### src/rtl/nor_pkg.sv
package nor_pkg;
  localparam int AW        = 16;
  localparam int DW        = 16;
  localparam int SECT_BITS = 5;
  localparam int SECT_OFS  = AW - SECT_BITS;

  localparam logic [AW-1:0] UNLK_A1 = 16'h5555;
  localparam logic [AW-1:0] UNLK_A2 = 16'h2AAA;

  typedef enum logic [1:0] {
    OP_READ = 2'd0,
    OP_PROG = 2'd1,
    OP_SECT = 2'd2,
    OP_CHIP = 2'd3
  } op_e;

  typedef enum logic [2:0] {
    PH_IDLE, PH_SETUP, PH_PULSE, PH_HOLD, PH_RECOV
  } ph_e;

  typedef enum logic [1:0] {
    ST_IDLE, ST_CMD, ST_RDOP, ST_POLL
  } ctl_e;

  typedef struct packed {
    logic [AW-1:0] addr;
    logic [DW-1:0] data;
    logic          last;
  } step_t;

  // Command write for position idx of the sequence belonging to op.
  function automatic step_t cmd_step(op_e op, logic [2:0] idx,
                                     logic [AW-1:0] a, logic [DW-1:0] d);
    step_t s;
    s.addr = UNLK_A1;
    s.data = DW'(8'hAA);
    s.last = 1'b0;
    case (idx)
      3'd0: begin s.addr = UNLK_A1; s.data = DW'(8'hAA); end
      3'd1: begin s.addr = UNLK_A2; s.data = DW'(8'h55); end
      3'd2: begin
        s.addr = UNLK_A1;
        s.data = (op == OP_PROG) ? DW'(8'hA0) : DW'(8'h80);
      end
      3'd3: begin
        if (op == OP_PROG) begin
          s.addr = a; s.data = d; s.last = 1'b1;
        end else begin
          s.addr = UNLK_A1; s.data = DW'(8'hAA);
        end
      end
      3'd4: begin s.addr = UNLK_A2; s.data = DW'(8'h55); end
      default: begin
        s.last = 1'b1;
        if (op == OP_SECT) begin
          s.addr = {a[AW-1:SECT_OFS], {SECT_OFS{1'b0}}};
          s.data = DW'(8'h30);
        end else begin
          s.addr = UNLK_A1;
          s.data = DW'(8'h10);
        end
      end
    endcase
    return s;
  endfunction
endpackage

### src/rtl/nor_bus_cycle.sv
module nor_bus_cycle
  import nor_pkg::*;
#(
  parameter int T_SETUP = 2,
  parameter int T_PULSE = 3,
  parameter int T_HOLD  = 1,
  parameter int T_RECOV = 2
) (
  input  logic          clk,
  input  logic          rst,
  input  logic          start,
  input  logic          wr,
  input  logic [AW-1:0] addr,
  input  logic [DW-1:0] wdata,
  input  logic [DW-1:0] dq_in,
  output logic          cyc_done,
  output logic [DW-1:0] rdata,
  output logic [AW-1:0] addr_o,
  output logic [DW-1:0] dq_o,
  output logic          dq_oe,
  output logic          ce_n,
  output logic          we_n,
  output logic          oe_n
);
  localparam int M1   = (T_SETUP > T_PULSE) ? T_SETUP : T_PULSE;
  localparam int M2   = (T_HOLD > T_RECOV) ? T_HOLD : T_RECOV;
  localparam int TMAX = (M1 > M2) ? M1 : M2;
  localparam int CW   = (TMAX < 2) ? 1 : $clog2(TMAX);

  ph_e           ph;
  logic [CW-1:0] cnt;
  logic          wr_q;

  always_ff @(posedge clk) begin
    if (rst) begin
      ph       <= PH_IDLE;
      cnt      <= '0;
      wr_q     <= 1'b0;
      cyc_done <= 1'b0;
      rdata    <= '0;
      addr_o   <= '0;
      dq_o     <= '0;
      dq_oe    <= 1'b0;
      ce_n     <= 1'b1;
      we_n     <= 1'b1;
      oe_n     <= 1'b1;
    end else begin
      cyc_done <= 1'b0;
      case (ph)
        PH_IDLE: if (start) begin
          ph     <= PH_SETUP;
          cnt    <= CW'(T_SETUP - 1);
          ce_n   <= 1'b0;
          addr_o <= addr;
          dq_o   <= wdata;
          dq_oe  <= wr;
          wr_q   <= wr;
        end
        PH_SETUP: if (cnt == '0) begin
          ph   <= PH_PULSE;
          cnt  <= CW'(T_PULSE - 1);
          we_n <= ~wr_q;
          oe_n <= wr_q;
        end else cnt <= cnt - 1'b1;
        PH_PULSE: if (cnt == '0) begin
          ph   <= PH_HOLD;
          cnt  <= CW'(T_HOLD - 1);
          we_n <= 1'b1;
          oe_n <= 1'b1;
          if (!wr_q) rdata <= dq_in;
        end else cnt <= cnt - 1'b1;
        PH_HOLD: if (cnt == '0) begin
          ph    <= PH_RECOV;
          cnt   <= CW'(T_RECOV - 1);
          ce_n  <= 1'b1;
          dq_oe <= 1'b0;
        end else cnt <= cnt - 1'b1;
        PH_RECOV: if (cnt == '0) begin
          ph       <= PH_IDLE;
          cyc_done <= 1'b1;
        end else cnt <= cnt - 1'b1;
        default: ph <= PH_IDLE;
      endcase
    end
  end
endmodule

### src/rtl/nor_timer.sv
module nor_timer #(
  parameter int W = 32
) (
  input  logic         clk,
  input  logic         rst,
  input  logic         clr,
  input  logic [W-1:0] limit,
  output logic         expired
);
  logic [W-1:0] cnt;

  assign expired = (cnt >= limit);

  always_ff @(posedge clk) begin
    if (rst || clr) cnt <= '0;
    else if (!expired) cnt <= cnt + 1'b1;
  end
endmodule

### src/rtl/nor_wr_ctrl.sv
module nor_wr_ctrl
  import nor_pkg::*;
#(
  parameter int T_SETUP = 2,
  parameter int T_PULSE = 3,
  parameter int T_HOLD  = 1,
  parameter int T_RECOV = 2,
  parameter int TMR_W   = 32,
  parameter int TO_PROG = 40_000,
  parameter int TO_SECT = 20_000_000,
  parameter int TO_CHIP = 100_000_000
) (
  input  logic          clk,
  input  logic          rst,
  input  logic          req_valid,
  input  logic [1:0]    req_op,
  input  logic [AW-1:0] req_addr,
  input  logic [DW-1:0] req_data,
  input  logic          poll_data,
  output logic          req_ready,
  output logic          done,
  output logic          timeout_err,
  output logic [DW-1:0] rd_data,
  output logic [AW-1:0] flash_addr,
  output logic [DW-1:0] flash_dq_out,
  output logic          flash_dq_oe,
  input  logic [DW-1:0] flash_dq_in,
  output logic          flash_ce_n,
  output logic          flash_we_n,
  output logic          flash_oe_n
);
  ctl_e          st;
  op_e           op_q;
  logic [AW-1:0] addr_q, cyc_addr;
  logic [DW-1:0] data_q, cyc_data, bc_rdata;
  logic          mode_q, cyc_wr, start_q, inflight;
  logic [2:0]    step_q;
  logic          have_prev, prev6;
  logic          bc_done, expired, poll_ok, exp7;
  logic [TMR_W-1:0] limit;
  step_t         cur;

  always_comb cur = cmd_step(op_q, step_q, addr_q, data_q);

  assign exp7    = (op_q == OP_PROG) ? data_q[7] : 1'b1;
  assign poll_ok = mode_q ? (bc_rdata[7] == exp7)
                          : (have_prev && (bc_rdata[6] == prev6));

  always_comb begin
    case (op_q)
      OP_SECT: limit = TMR_W'(TO_SECT);
      OP_CHIP: limit = TMR_W'(TO_CHIP);
      default: limit = TMR_W'(TO_PROG);
    endcase
  end

  nor_bus_cycle #(
    .T_SETUP(T_SETUP), .T_PULSE(T_PULSE), .T_HOLD(T_HOLD), .T_RECOV(T_RECOV)
  ) bus_i (
    .clk(clk), .rst(rst), .start(start_q), .wr(cyc_wr),
    .addr(cyc_addr), .wdata(cyc_data), .dq_in(flash_dq_in),
    .cyc_done(bc_done), .rdata(bc_rdata),
    .addr_o(flash_addr), .dq_o(flash_dq_out), .dq_oe(flash_dq_oe),
    .ce_n(flash_ce_n), .we_n(flash_we_n), .oe_n(flash_oe_n)
  );

  nor_timer #(.W(TMR_W)) tmr_i (
    .clk(clk), .rst(rst), .clr(st != ST_POLL), .limit(limit), .expired(expired)
  );

  always_ff @(posedge clk) begin
    if (rst) begin
      st          <= ST_IDLE;
      op_q        <= OP_READ;
      addr_q      <= '0;
      data_q      <= '0;
      mode_q      <= 1'b0;
      step_q      <= '0;
      cyc_addr    <= '0;
      cyc_data    <= '0;
      cyc_wr      <= 1'b0;
      start_q     <= 1'b0;
      inflight    <= 1'b0;
      have_prev   <= 1'b0;
      prev6       <= 1'b0;
      req_ready   <= 1'b1;
      done        <= 1'b0;
      timeout_err <= 1'b0;
      rd_data     <= '0;
    end else begin
      start_q     <= 1'b0;
      done        <= 1'b0;
      timeout_err <= 1'b0;
      case (st)
        ST_IDLE: if (req_valid) begin
          op_q      <= op_e'(req_op);
          addr_q    <= req_addr;
          data_q    <= req_data;
          mode_q    <= poll_data;
          step_q    <= '0;
          inflight  <= 1'b0;
          req_ready <= 1'b0;
          st        <= (op_e'(req_op) == OP_READ) ? ST_RDOP : ST_CMD;
        end
        ST_CMD: begin
          if (!inflight) begin
            start_q  <= 1'b1;
            inflight <= 1'b1;
            cyc_addr <= cur.addr;
            cyc_data <= cur.data;
            cyc_wr   <= 1'b1;
          end else if (bc_done) begin
            inflight <= 1'b0;
            if (cur.last) begin
              st        <= ST_POLL;
              have_prev <= 1'b0;
            end else begin
              step_q <= step_q + 3'd1;
            end
          end
        end
        default: begin
          if (!inflight) begin
            start_q  <= 1'b1;
            inflight <= 1'b1;
            cyc_addr <= addr_q;
            cyc_wr   <= 1'b0;
          end else if (bc_done) begin
            inflight <= 1'b0;
            if (st == ST_RDOP) begin
              rd_data   <= bc_rdata;
              done      <= 1'b1;
              req_ready <= 1'b1;
              st        <= ST_IDLE;
            end else if (poll_ok) begin
              done      <= 1'b1;
              req_ready <= 1'b1;
              st        <= ST_IDLE;
            end else begin
              have_prev <= 1'b1;
              prev6     <= bc_rdata[6];
              if (expired) begin
                timeout_err <= 1'b1;
                req_ready   <= 1'b1;
                st          <= ST_IDLE;
              end
            end
          end
        end
      endcase
    end
  end
endmodule

### config.mk
export PLATFORM = sky130hd
export DESIGN_NAME = nor_wr_ctrl
export DESIGN_NICKNAME = d
export VERILOG_FILES = /design/src/rtl/nor_pkg.sv /design/src/rtl/nor_bus_cycle.sv /design/src/rtl/nor_timer.sv /design/src/rtl/nor_wr_ctrl.sv
export SDC_FILE = /design/constraint.sdc
export NUM_CORES = 1
export LEC_CHECK = 0
export BUFFER_PORTS_ARGS = -buffer_cell sky130_fd_sc_hd__buf_4
export CAP_MARGIN = 25
export CORE_ASPECT_RATIO = 0.5
export CORE_MARGIN = 3
export CORE_UTILIZATION = 35
export CTS_CLUSTER_SIZE = 24
export DETAILED_ROUTE_END_ITERATION = 16
export PLACE_DENSITY_LB_ADDON = 0.3
export RECOVER_POWER = 100
export SLEW_MARGIN = 10
export SYNTH_ARGS = -nofsm -noshare
export SYNTH_HDL_FRONTEND = slang
export SYNTH_SLANG_ARGS = --single-unit
### constraint.sdc
create_clock -name clk -period 2.7 [get_ports clk]
set_input_delay 0.405 -clock clk [delete_from_list [all_inputs] [get_ports clk]]
set_output_delay 0.405 -clock clk [all_outputs]
set_load 0.005 [all_outputs]
## Word level (Yosys, flattened, before mapping)

Index checks and enable logic that the tools add are counted.

- Muxes and demuxes: 76
- $lt $le $gt $ge: 1
- Reductions and logical operators: 37
- Eq/ne operators: 29
- Bitwise operators: 9
- Add/subtract/negate cells: 3

Operators by type and width:

| kind | count |
|---|---|
| $pmux 32 s4 | 1 |
| $mux 32 | 2 |
| $pmux 27 s2 | 1 |
| $add 32x1->32 const B | 1 |
| $ge 32x27->1 | 1 |
| $mux 1 | 32 |
| $mux 16 | 2 |
| $pmux 16 s2 | 1 |
| $mux 2 | 15 |
| $mux 3 | 9 |
| $reduce_and 5->1 | 4 |
| $pmux 1 s2 | 8 |
| $pmux 3 s5 | 1 |
| $ne 2x1->1 const B | 7 |
| $ne 2x2->1 const B | 7 |
| $eq 3x2->1 const B | 4 |
| $reduce_and 3->1 | 4 |
| $pmux 2 s5 | 1 |
| $reduce_bool 2->1 | 5 |
| $reduce_bool 5->1 | 2 |
| $not 1->1 | 9 |
| $reduce_and 2->1 | 4 |
| $reduce_or 2->1 | 4 |
| $reduce_and 7->1 | 1 |
| 20 further kinds | 29 |

- Register bits: 187
- Output and inout port bits: 55
- Word-level logic and storage cells: 184
- Input port bits: 54

## Longest topological paths before layout

Gate-level depths: netlist of run 1.

- Depth in word-level cells: 9
- Mapped depth: 12
- Mapped depth without buffers: 9

## Cells and area by module

A second synthesis of run 1 with hierarchy kept.

- Cell total of the unflattened synthesis: 1094
- Area, all modules: 8919.8 um2

Modules (own cells, without submodules):

| module | area each (um2) | times used | cells an instance |
|---|---|---|---|
| nor_wr_ctrl | 4087.7 | 1 | 519 |
| nor_timer | 2558.7 | 1 | 314 |
| nor_bus_cycle | 2273.4 | 1 | 261 |

## Worst setup path before layout of run 1

Ideal clock, no wire load.

- Kind: register to register
- Start: register op_q[1]
- End: register tmr_i.cnt[7]
- Arrival time: 2.449 ns
- Required time: 2.585 ns
- Setup time: 0.115 ns
- Slack: 0.137 ns
- Cell stages (with the launch flop): 12
- Path buffers: 3
- Cell sequence: dfxtp_1 -> clkbuf_1 -> nand2_1 -> ha_1 -> nand2_1 -> nor3_1 -> nand3_1 -> o211ai_2 -> buf_2 -> clkbuf_1 -> nor3_1 -> o21a_1

- Word-level cells in the longest chain between the ends: 3

Ends and longest elaborated chain:

| item | RTL line | RTL |
|---|---|---|
| from (decl) | nor_wr_ctrl.sv:33 | `op_e op_q;` |
| from (signal assigned) | nor_wr_ctrl.sv:96 | `op_q <= op_e'(req_op);` |
| $eq 2x2->1 | nor_wr_ctrl.sv:50 | `case (op_q)` |
| $pmux 27 s2 * | nor_wr_ctrl.sv:50 |  |
| $ge 32x27->1 * | nor_timer.sv:12 | `assign expired = (cnt >= limit);` |
| to (signal assigned) | nor_timer.sv:16 | `else if (!expired) cnt <= cnt + 1'b1;` |
| to (decl) | nor_timer.sv:10 | `logic [W-1:0] cnt;` |

Mark *: on every way between the ends. The rest lies on a longest branch, timed or not.
A chain may end at the register's enable or synchronous reset.

## Worst setup path in the final report of run 1

- Start: register op_q[1]
- End: register tmr_i.cnt[13]

Same word-level chain as after synthesis.

==> results.py, run 1 <==
metrics = {
    "worst_hold_path": {
        "min_path_type": "in2reg",
        "hold_depth": 3,
    },
    "floorplanning": {
        "start_util": 0.3640,
        "core_sq_um": 22160,
        "die_x_um": 220.7,
        "io-pin-count": 109,
        "placement_rows": 38,
        "die_area_sq_um": 25010,
        "die_h_um": 113.3,
    },
    "synthesis": {
        "synth.area.top_cells": "dfxtp_1 (46%), nand2_1 (13%), a21oi_1 (9.7%)",
        "yosys.area.top_type": "dfxtp_1",
        "synth_seq_area_share": 0.4642,
        "netlist.area_leader.share": 0.4642,
        "synth_fp_nets": 1107,
        "ys.flop_type": "dfxtp_1",
        "ys_types": 55,
        "yosys_warnings": 0,
        "syn-cell-area_sq_um": 8064,
        "synth-edff-count": 0,
        "syn_inst": 1022,
        "postSynthAreaPerCell_sq_um": 7.890,
        "synthArstFlopShare": 0,
        "synth-seq-cells": 187,
    },
    "placement": {
        "dp.cells": 1391,
        "portBuffers": 108,
        "dp_hpwl_um": 15130,
        "place.gp.congestion": 0.8589,
    },
    "clock_network": {
        "htree_levels": 4,
        "cts_root_buffer": "clkbuf_16",
        "numCtsBuffers": 17,
        "clockBufferDepth": 2,
        "postCtsHoldBufs": 0,
        "cts_tree": "built",
        "cts.clk_slew.worst_paths_ns": 0.07,
        "clkSinkCount": 187,
        "insertion_delay_ns": 0.44,
    },
    "setup_path": {
        "critPathArrivalTime_ns": 2.95,
        "end_kind": "register",
        "path_cells": "inv_1 > ha_1 > a311o_1 > a211oi_4 > o211ai_4 > buf_12 > or4_1 > a21oi_2",
        "cp-start-kind": "register",
        "critical_path.max_stage_delay_ns": 0.53,
        "crit_required_ns": 3.06,
        "path_max_fanout": 20,
        "crit_type": "reg2reg",
        "reg2reg_depth": 8,
        "slowest_stage": "or4_1",
    },
    "timing": {
        "finalCritPeriodShare": 0.9596,
        "period_needed_ns": 2.591,
        "tightest_slew_ns": 0.8647,
        "finalSetupViolCount": 0,
        "slew_headroom": 0.4232,
        "finalHoldViolCount": 0,
        "fmax_mhz": 386.0,
        "skew_ns": 0.01144,
        "finalMaxSlewViolations": 0,
    },
    "drt": {
        "wl_um": 21270,
        "drtIter0Drc": 578,
        "wl_per_cell_um": 14.91,
        "drc": 0,
        "drt_pass1_iterations": 6,
        "avgViaCountPerCell": 5.152,
        "antenna_left": 0,
        "via_count": 7347,
    },
    "finish": {
        "post_route_cells_drive_above_1_share": 0.1368,
        "final_common_cell": "nand2_1",
        "nNetsFinal": 1198,
        "fillers": 2265,
        "final_cell_mix": "nand2_1 (270), dfxtp_1 (185), a21oi_1 (156)",
        "syn_to_final_growth_pct": 20.93,
        "antenna_cells": 0,
        "fin_cells": 1426,
    },
    "grt": {
        "grt_max_degree": 155,
        "grt_pass1_vias": 6780,
        "overflow": 0,
        "antenna_found_initial": 0,
        "grt_pass1_wl_um": 34980,
        "track_usage": 0.1729,
    },
    "pwr": {
        "p_seq_frac": 0.446,
        "ir_drop_uv": 437.5,
        "swShare": 0.3402,
        "clockPowerShare": 0.313,
        "p_leak_nw": 3.527,
        "power_mw": 7.616,
        "internal_power_mw": 5.025,
        "power_density_nw_per_um2": 781.0,
        "combPwrFrac": 0.241,
        "p_sw_mw": 2.591,
    },
    "outcome": {
        "outcome": "finished, final reports clean",
    },
    "job": {
        "drv_cap": 0,
    },
}
-- flip-flops by register name, indices dropped and copies added, names as in the netlist, 3 cells and up --
signal,cells
addr_q,16
bus_i.addr_o,16
bus_i.dq_o,16
bus_i.ph,3
bus_i.rdata,16
cyc_addr,16
cyc_data,16
data_q,16
rd_data,16
step_q,3
tmr_i.cnt,32
-- path summary, 6_finish.rpt --
kind                   start            end  slack [ns]
max reg2reg          op_q[1]  tmr_i.cnt[13]        0.11
max                  op_q[1]  tmr_i.cnt[13]        0.11
min reg2reg  bus_i.rdata[15]    rd_data[15]        0.45
min             req_data[10]     data_q[10]        0.21
-- final cells by class --
class	count	area (sq um)	area share
tap	300	375.4	0.03849
multi-input combinational	754	4053	0.4156
inverter	19	71.32	0.007313
clock inverter	13	106.4	0.01091
timing repair buffer	134	944.7	0.09687
sequential	187	3749	0.3844
clock buffer	19	452.9	0.04645
-- per-layer routing --
layer  vias to the layer above  part of all wire  track usage  wire (um)
met2                       148              0.44       0.2643       9414
met4                         0             0.014      0.05194        288
met1                      3465              0.50       0.2450      10660
met3                        27             0.043      0.03756        910
met5                         -                 0            0          0
li1                       3707                 -            -          -
-- synthesized netlist by cell type (all sizes together), types with 5 or more instances --
library cell,instances
o21ai,32
nor2b,5
nand2,271
nor2,49
ha,31
a31oi,5
or4,6
inv,19
dfxtp,187
nand4,9
a211oi,12
nand3,32
and2,7
mux2i,6
nand2b,19
nor3,18
nor4,8
o31ai,6
o21a,5
a21oi,157
clkbuf,59
or3,16
-- through the flow --
step                      area (sq um)  setup slack, ns   TNS, ns  utilization  hold WS [ns]
after floorplan                   8064           0.1367         0            -        0.4302
after global placement            9216           0.1750         0       0.4160        0.4361
after detailed placement          9216          0.03443         0       0.4160        0.4445
after CTS                         9777          0.08127         0       0.4413        0.1931
after global routing              9752         -0.03949  -0.03949       0.4401        0.2001
final                             9752           0.1090         0       0.4401        0.2126
-- worst max-delay path, delay by kind of cell (launching register included) --
| kind | cells | cell delay (ns) |
|---|---|---|
| buffers and inverters | 2 | 0.33 |
| flip-flops | 1 | 0.42 |
| adder cells (fa/ha/maj) | 1 | 0.30 |
| AO/OA/AOI/OAI | 4 | 0.94 |
| AND/OR/NAND/NOR | 1 | 0.53 |
-- power groups by stage --
stage	Sequential (mW)	Combinational (mW)	Clock, mW
after global placement	3.44	1.82	0
after detailed placement	3.45	1.85	0
after global routing	3.44	2.11	2.56
after floorplan	3.31	1.39	0
after CTS	3.39	1.87	2.45
final	3.39	1.83	2.39
-- what timing repair did --
| action | CTS | global route |
|---|---|---|
| buffers inserted | 0 | 2 |
| setup endpoints to repair | 1 | 6 |
| pin swaps | 0 | 2 |
| gates cloned | 0 | 1 |
| gates resized for setup | 1 | 10 |
-- logic make-up after synthesis --
family / synth area share
simple gates: 0.2546
xor+xnor: 0.004345
fa+ha+maj: 0.04810
buf+inv: 0.03817
flops: 0.4642
mux: 0.01024
compound gates: 0.1803
(Power assumes the default switching activity.)
==> run 2: changes to the inputs <==
--- a/config.mk
+++ b/config.mk
@@ -7,6 +7,8 @@
 export LEC_CHECK = 0
 export BUFFER_PORTS_ARGS = -buffer_cell sky130_fd_sc_hd__buf_4
 export CAP_MARGIN = 25
+export CELL_PAD_IN_SITES_DETAIL_PLACEMENT = 1
+export CELL_PAD_IN_SITES_GLOBAL_PLACEMENT = 1
 export CORE_ASPECT_RATIO = 0.5
 export CORE_MARGIN = 3
 export CORE_UTILIZATION = 35
==> run 2 against run 1 <==
Effect of this change:
- utilization up 0.29 points
- sequential cell count is the same
- clock skew barely moved
- critical path type unchanged
- largest power group unchanged
==> results.py, run 2 (same netlist as run 1, synthesis figures left out) <==
metrics = {
    "placement": {
        "place.gp.congestion": 0.8183,
        "post_dp_cell_area_sq_um": 9224,
        "preCtsSetupSlack_ns": -0.07815,
        "portBuffers": 108,
        "dp_hpwl_um": 16410,
    },
    "drt": {
        "drt_pass1_iterations": 5,
        "via_count": 7471,
        "drtIter0Drc": 436,
        "avgViaCountPerCell": 5.235,
        "wl_per_cell_um": 16.37,
        "wl_um": 23360,
        "antenna_left": 0,
        "drc": 0,
    },
    "setup_path": {
        "reg2reg_to": "tmr_i.cnt[13]",
        "regToRegSetupSlack_ns": 0.09,
        "crit_type": "reg2reg",
        "rr_startpoint": "op_q[1]",
        "end_kind": "register",
        "path_max_fanout": 44,
        "critPathArrivalTime_ns": 2.98,
        "reg2reg_depth": 8,
        "cp-start-kind": "register",
        "crit_required_ns": 3.06,
        "crit_start": "op_q[1]",
    },
    "finish": {
        "nNetsFinal": 1199,
        "antenna_cells": 0,
        "regArea_sq_um": 3751,
        "post_route_cells_drive_above_1_share": 0.1508,
        "multi_input_area_sq_um": 4034,
        "largest_reg_flops": 32,
        "fillers": 2737,
        "syn_to_final_growth_pct": 21.72,
        "final_common_cell": "nand2_1",
        "largest-register": "tmr_i.cnt",
        "final_util": 0.4430,
        "final_cell_mix": "nand2_1 (270), dfxtp_1 (185), a21oi_1 (156)",
        "post-route-cell-area_sq_um": 9816,
    },
    "pwr": {
        "p_leak_nw": 3.594,
        "ir_drop_uv": 359.9,
        "power_density_nw_per_um2": 802.1,
    },
    "timing": {
        "setup_ws_ns": 0.08507,
        "slew_headroom": 0.3920,
        "skew_ns": 0.01192,
        "tightest_slew_ns": 0.9120,
        "finalCritPeriodShare": 0.9685,
        "fmax_mhz": 382.4,
        "finalSetupViolCount": 0,
        "fin_setup_tns_ns": 0,
        "period_needed_ns": 2.615,
        "finalMaxSlewViolations": 0,
        "finalHoldViolCount": 0,
        "fin_hold_ws_ns": 0.2008,
        "grt_setup_unrepaired": "yes",
    },
    "worst_hold_path": {
        "hold_depth": 3,
        "hold_end": "bus_i.rdata[10]",
        "min_from": "flash_dq_in[10]",
        "min_path_type": "in2reg",
    },
    "grt": {
        "grt_pass1_wl_um": 38500,
        "use_met3": 0.05420,
        "grt_max_degree": 155,
        "track_usage": 0.1914,
        "antenna_found_initial": 0,
        "grt_pass1_vias": 7556,
        "grt_use_met1": 0.2436,
        "grt-busiest-layer": "met2",
        "grt.met2_usage": 0.3234,
        "overflow": 0,
    },
    "floorplanning": {
        "start_util": 0.3640,
        "placement_rows": 38,
        "io-pin-count": 109,
        "die_x_um": 220.7,
        "die_h_um": 113.3,
        "core_sq_um": 22160,
        "die_area_sq_um": 25010,
    },
    "clock_network": {
        "cts_root_buffer": "clkbuf_16",
        "insertion_delay_ns": 0.45,
        "cts.clk_slew.worst_paths_ns": 0.08,
        "clkSinkCount": 187,
        "htree_levels": 4,
        "clockBufferDepth": 2,
        "numCtsBuffers": 17,
        "cts_tree": "built",
    },
    "job": {
        "drv_cap": 0,
    },
    "outcome": {
        "outcome": "finished, final reports clean",
    },
}
==> run 2: area by class of cell <==
type | count | area share
inverters | 19 | 0.007648
flip-flops and latches | 187 | 0.3822
clock buffers | 17 | 0.04334
multi-input cells | 754 | 0.4110
well taps | 300 | 0.03824
repair buffers | 135 | 0.1008
clock inverters | 15 | 0.01683
==> run 2: worst max path at each step <==
stage / endpoint / depth (start not counted)
detailed placement: tmr_i.cnt[9] / 10
global route: tmr_i.cnt[13] / 9
CTS: tmr_i.cnt[13] / 10
finish: tmr_i.cnt[13] / 8
global placement: tmr_i.cnt[15] / 9
floorplan: tmr_i.cnt[7] / 11
==> run 2: repair_timing <==
action / CTS / global route
resized for setup: 3 / 7
hold buffers: 0 / 0
setup endpoints to repair: 8 / 7
setup buffers: 0 / 3
endpoints found under the hold margin: 0 / 0
pin swaps: 0 / 1
==> run 2: per-layer routing <==
layer,wire (um),vias up,part of all wire
li1,-,3707,-
met1,10860,3650,0.47
met2,11330,99,0.49
met3,946,15,0.040
met4,215,0,0.0092
met5,0,-,0
==> run 2: through the flow <==
step | cells | total power [mW]
after global placement | 1392 | 5.316
after CTS | 1424 | 7.960
after global routing | 1427 | 8.379
after detailed placement | 1392 | 5.396
final | 1427 | 7.873
after floorplan | 1022 | 4.694
==> run 2: worst max-delay path, cell delays in order, from the launching register on <==
cell and delay, ns:
dfxtp_4 0.42, clkinvlp_4 0.16, ha_1 0.30, a311o_1 0.27, a211oi_2 0.31, o211ai_2 0.13, buf_12 0.19, or4_1 0.54
a21oi_1 0.18
==> run 2: power by group <==
part	internal, mW	leakage (nW)	switching, mW
Sequential	3.10	1.52	0.290
Clock	1.38	0.295	1.17
Combinational	0.698	1.78	1.23
Total	5.18	3.59	2.69
==> run 3: changes to the inputs <==
--- a/config.mk
+++ b/config.mk
@@ -5,6 +5,7 @@
 export SDC_FILE = /design/constraint.sdc
 export NUM_CORES = 1
 export LEC_CHECK = 0
+export ABC_AREA = 1
 export BUFFER_PORTS_ARGS = -buffer_cell sky130_fd_sc_hd__buf_4
 export CAP_MARGIN = 25
 export CELL_PAD_IN_SITES_DETAIL_PLACEMENT = 1
==> run 3 against run 2 <==
Effect of this change:
- total power up 11%
- largest power group unchanged
- non-clock buffer count down 15
- hold slack worse by 0.025 ns
==> results.py, run 3 <==
metrics = {
    "outcome": {
        "outcome": "finished, final reports clean",
    },
    "clock_network": {
        "clockBufferDepth": 2,
        "cts_root_buffer": "clkbuf_16",
        "clkSinkCount": 187,
        "cts_tree": "built",
        "insertion_delay_ns": 0.45,
        "htree_levels": 4,
        "post_cts_buffers": 0,
        "cts.clk_slew.worst_paths_ns": 0.07,
        "numCtsBuffers": 17,
    },
    "setup_path": {
        "path_max_fanout": 60,
        "regToRegSetupSlack_ns": 0.29,
        "path_cells": "clkbuf_2 > inv_1 > clkbuf_2 > o21ai_0 > a21oi_1",
        "reg2reg_depth": 10,
        "reg2reg_to": "cyc_data[13]",
        "cp-start-kind": "input pin",
        "crit_required_ns": 3.08,
        "end_kind": "register",
        "crit_type": "in2reg",
        "critPathArrivalTime_ns": 2.79,
        "rr_startpoint": "st[1]",
        "cp_common_cell": "clkbuf_2",
        "critical_path.max_stage_delay_ns": 0.82,
        "slowest_stage": "clkbuf_2",
    },
    "grt": {
        "antenna_found_initial": 0,
        "overflow": 0,
        "track_usage": 0.2002,
        "grt_pass1_vias": 8248,
        "grt_max_degree": 61,
        "grt_pass1_wl_um": 41610,
    },
    "timing": {
        "finalHoldViolCount": 0,
        "slew_headroom": 0.1175,
        "fmax_mhz": 414.2,
        "finalMaxSlewViolations": 0,
        "fin_setup_tns_ns": 0,
        "grt_setup_unrepaired": "no",
        "finalSetupViolCount": 0,
        "skew_ns": 0.01107,
        "tightest_slew_ns": 1.322,
        "finalCritPeriodShare": 0.8941,
        "period_needed_ns": 2.414,
    },
    "pwr": {
        "p_leak_nw": 4.331,
        "power_mw": 8.704,
        "power_density_nw_per_um2": 866.2,
        "ir_drop_uv": 395.1,
    },
    "drt": {
        "avgViaCountPerCell": 5.008,
        "drtIter0Drc": 451,
        "wl_um": 25580,
        "wl_per_cell_um": 16.00,
        "via_count": 8007,
        "antenna_left": 0,
        "drt_pass1_iterations": 5,
        "drc": 0,
    },
    "floorplanning": {
        "die_area_sq_um": 26200,
        "io-pin-count": 109,
        "core_sq_um": 23280,
        "die_h_um": 116.0,
        "start_util": 0.3637,
        "placement_rows": 39,
        "die_x_um": 225.9,
    },
    "worst_hold_path": {
        "hold_end": "bus_i.rdata[1]",
        "hold_depth": 3,
        "min_from": "flash_dq_in[1]",
        "min_path_type": "in2reg",
    },
    "synthesis": {
        "ys.flop_type": "dfxtp_1",
        "synth.area.top_cells": "dfxtp_1 (44%), nor2_1 (10%), nand2_1 (9.1%)",
        "ys_types": 37,
        "synthArstFlopShare": 0,
        "synth_fp_nets": 1277,
        "yosys_warnings": 0,
        "synth-seq-cells": 187,
        "netlist.area_leader.share": 0.4422,
        "postSynthAreaPerCell_sq_um": 7.102,
        "synth.most_common_cell": "nor2_1",
        "synth_common_cells": "nor2_1 (233), nand2_1 (205), dfxtp_1 (187)",
        "synth-edff-count": 0,
        "syn-cell-area_sq_um": 8466,
        "synth_seq_area_share": 0.4422,
        "yosys.area.top_type": "dfxtp_1",
        "syn_inst": 1192,
    },
    "finish": {
        "syn_to_final_growth_pct": 18.70,
        "post_route_cells_drive_above_1_share": 0.1223,
        "final_common_cell": "nor2_1",
        "nNetsFinal": 1365,
        "largest_reg_flops": 32,
        "antenna_cells": 0,
        "final_cell_mix": "nor2_1 (236), nand2_1 (206), dfxtp_1 (187)",
        "largest-register": "tmr_i.cnt",
    },
    "placement": {
        "place.gp.congestion": 0.8499,
        "portBuffers": 108,
        "dp_hpwl_um": 18190,
    },
    "job": {
        "drv_cap": 0,
    },
}
## run 3: kinds of logic (layout without fill, tap and decap cells)
| family | count (synthesis) | after routing | synth area share |
|---|---|---|---|
| fa+ha+maj | 31 | 31 | 0.04582 |
| buf+inv | 167 | 267 | 0.07863 |
| compound gates | 247 | 247 | 0.1527 |
| flops | 187 | 187 | 0.4422 |
| xor+xnor | 13 | 13 | 0.01345 |
| simple gates | 547 | 547 | 0.2672 |
## run 3: critical path: cells and delay by family
family / cells / cell delay [ns]
buffers and inverters: 3 / 1.91
AO/OA/AOI/OAI: 2 / 0.46
## run 3: stage by stage
step,area (sq um),hold WS [ns],instances,worst slack [ns],utilization
2_1_floorplan,8466,0.4083,1192,0.7853,-
5_1_grt,10050,0.1633,1599,0.04348,0.4317
6_report,10050,0.1754,1599,0.2858,0.4317
3_5_place_dp,9528,0.4249,1568,0.1264,0.4093
4_1_cts,10110,0.1513,1599,0.1128,0.4342
3_3_place_gp,9528,0.4143,1568,0.3821,0.4093
## run 3: repair_timing
action                                 CTS  global route
hold buffers                             0             0
endpoints found under the hold margin    0             0
setup endpoints to repair                0            25
gates resized for setup                  0             2
## run 3: per-layer routing
layer  vias up  share of wire  track usage
li1       4024              -            -
met1      3868           0.47       0.2496
met2        87           0.48       0.3491
met3        28          0.033      0.04834
met4         0          0.014      0.05579
met5         -              0            0
## run 3: how the worst max path moves through the flow
stage / end / from / depth (start not counted) / slack [ns]
4_1_cts: tmr_i.cnt[4] / op_q[1] / 15 / 0.11
3_3_place_gp: tmr_i.cnt[4] / op_q[1] / 12 / 0.38
2_1_floorplan: tmr_i.cnt[3] / op_q[1] / 12 / 0.79
6_report: data_q[7] / rst / 5 / 0.29
3_5_place_dp: tmr_i.cnt[4] / op_q[1] / 15 / 0.13
5_1_grt: bus_i.addr_o[14] / rst / 5 / 0.04
## run 3: final cells by class
type / count / area, sq um
inverters: 116 / 437.9
well taps: 307 / 384.1
multi-input cells: 838 / 4053
clock inverters: 10 / 97.59
flip-flops and latches: 187 / 3744
repair buffers: 120 / 852.1
fillers: 2929 / 13230
clock buffers: 21 / 480.5
## run 3: power breakdown
group,internal (mW),total (mW),switching [mW],leakage [nW]
Sequential,3.30,3.63,0.326,1.52
Clock,1.31,2.50,1.19,0.280
Combinational,0.875,2.58,1.71,2.53
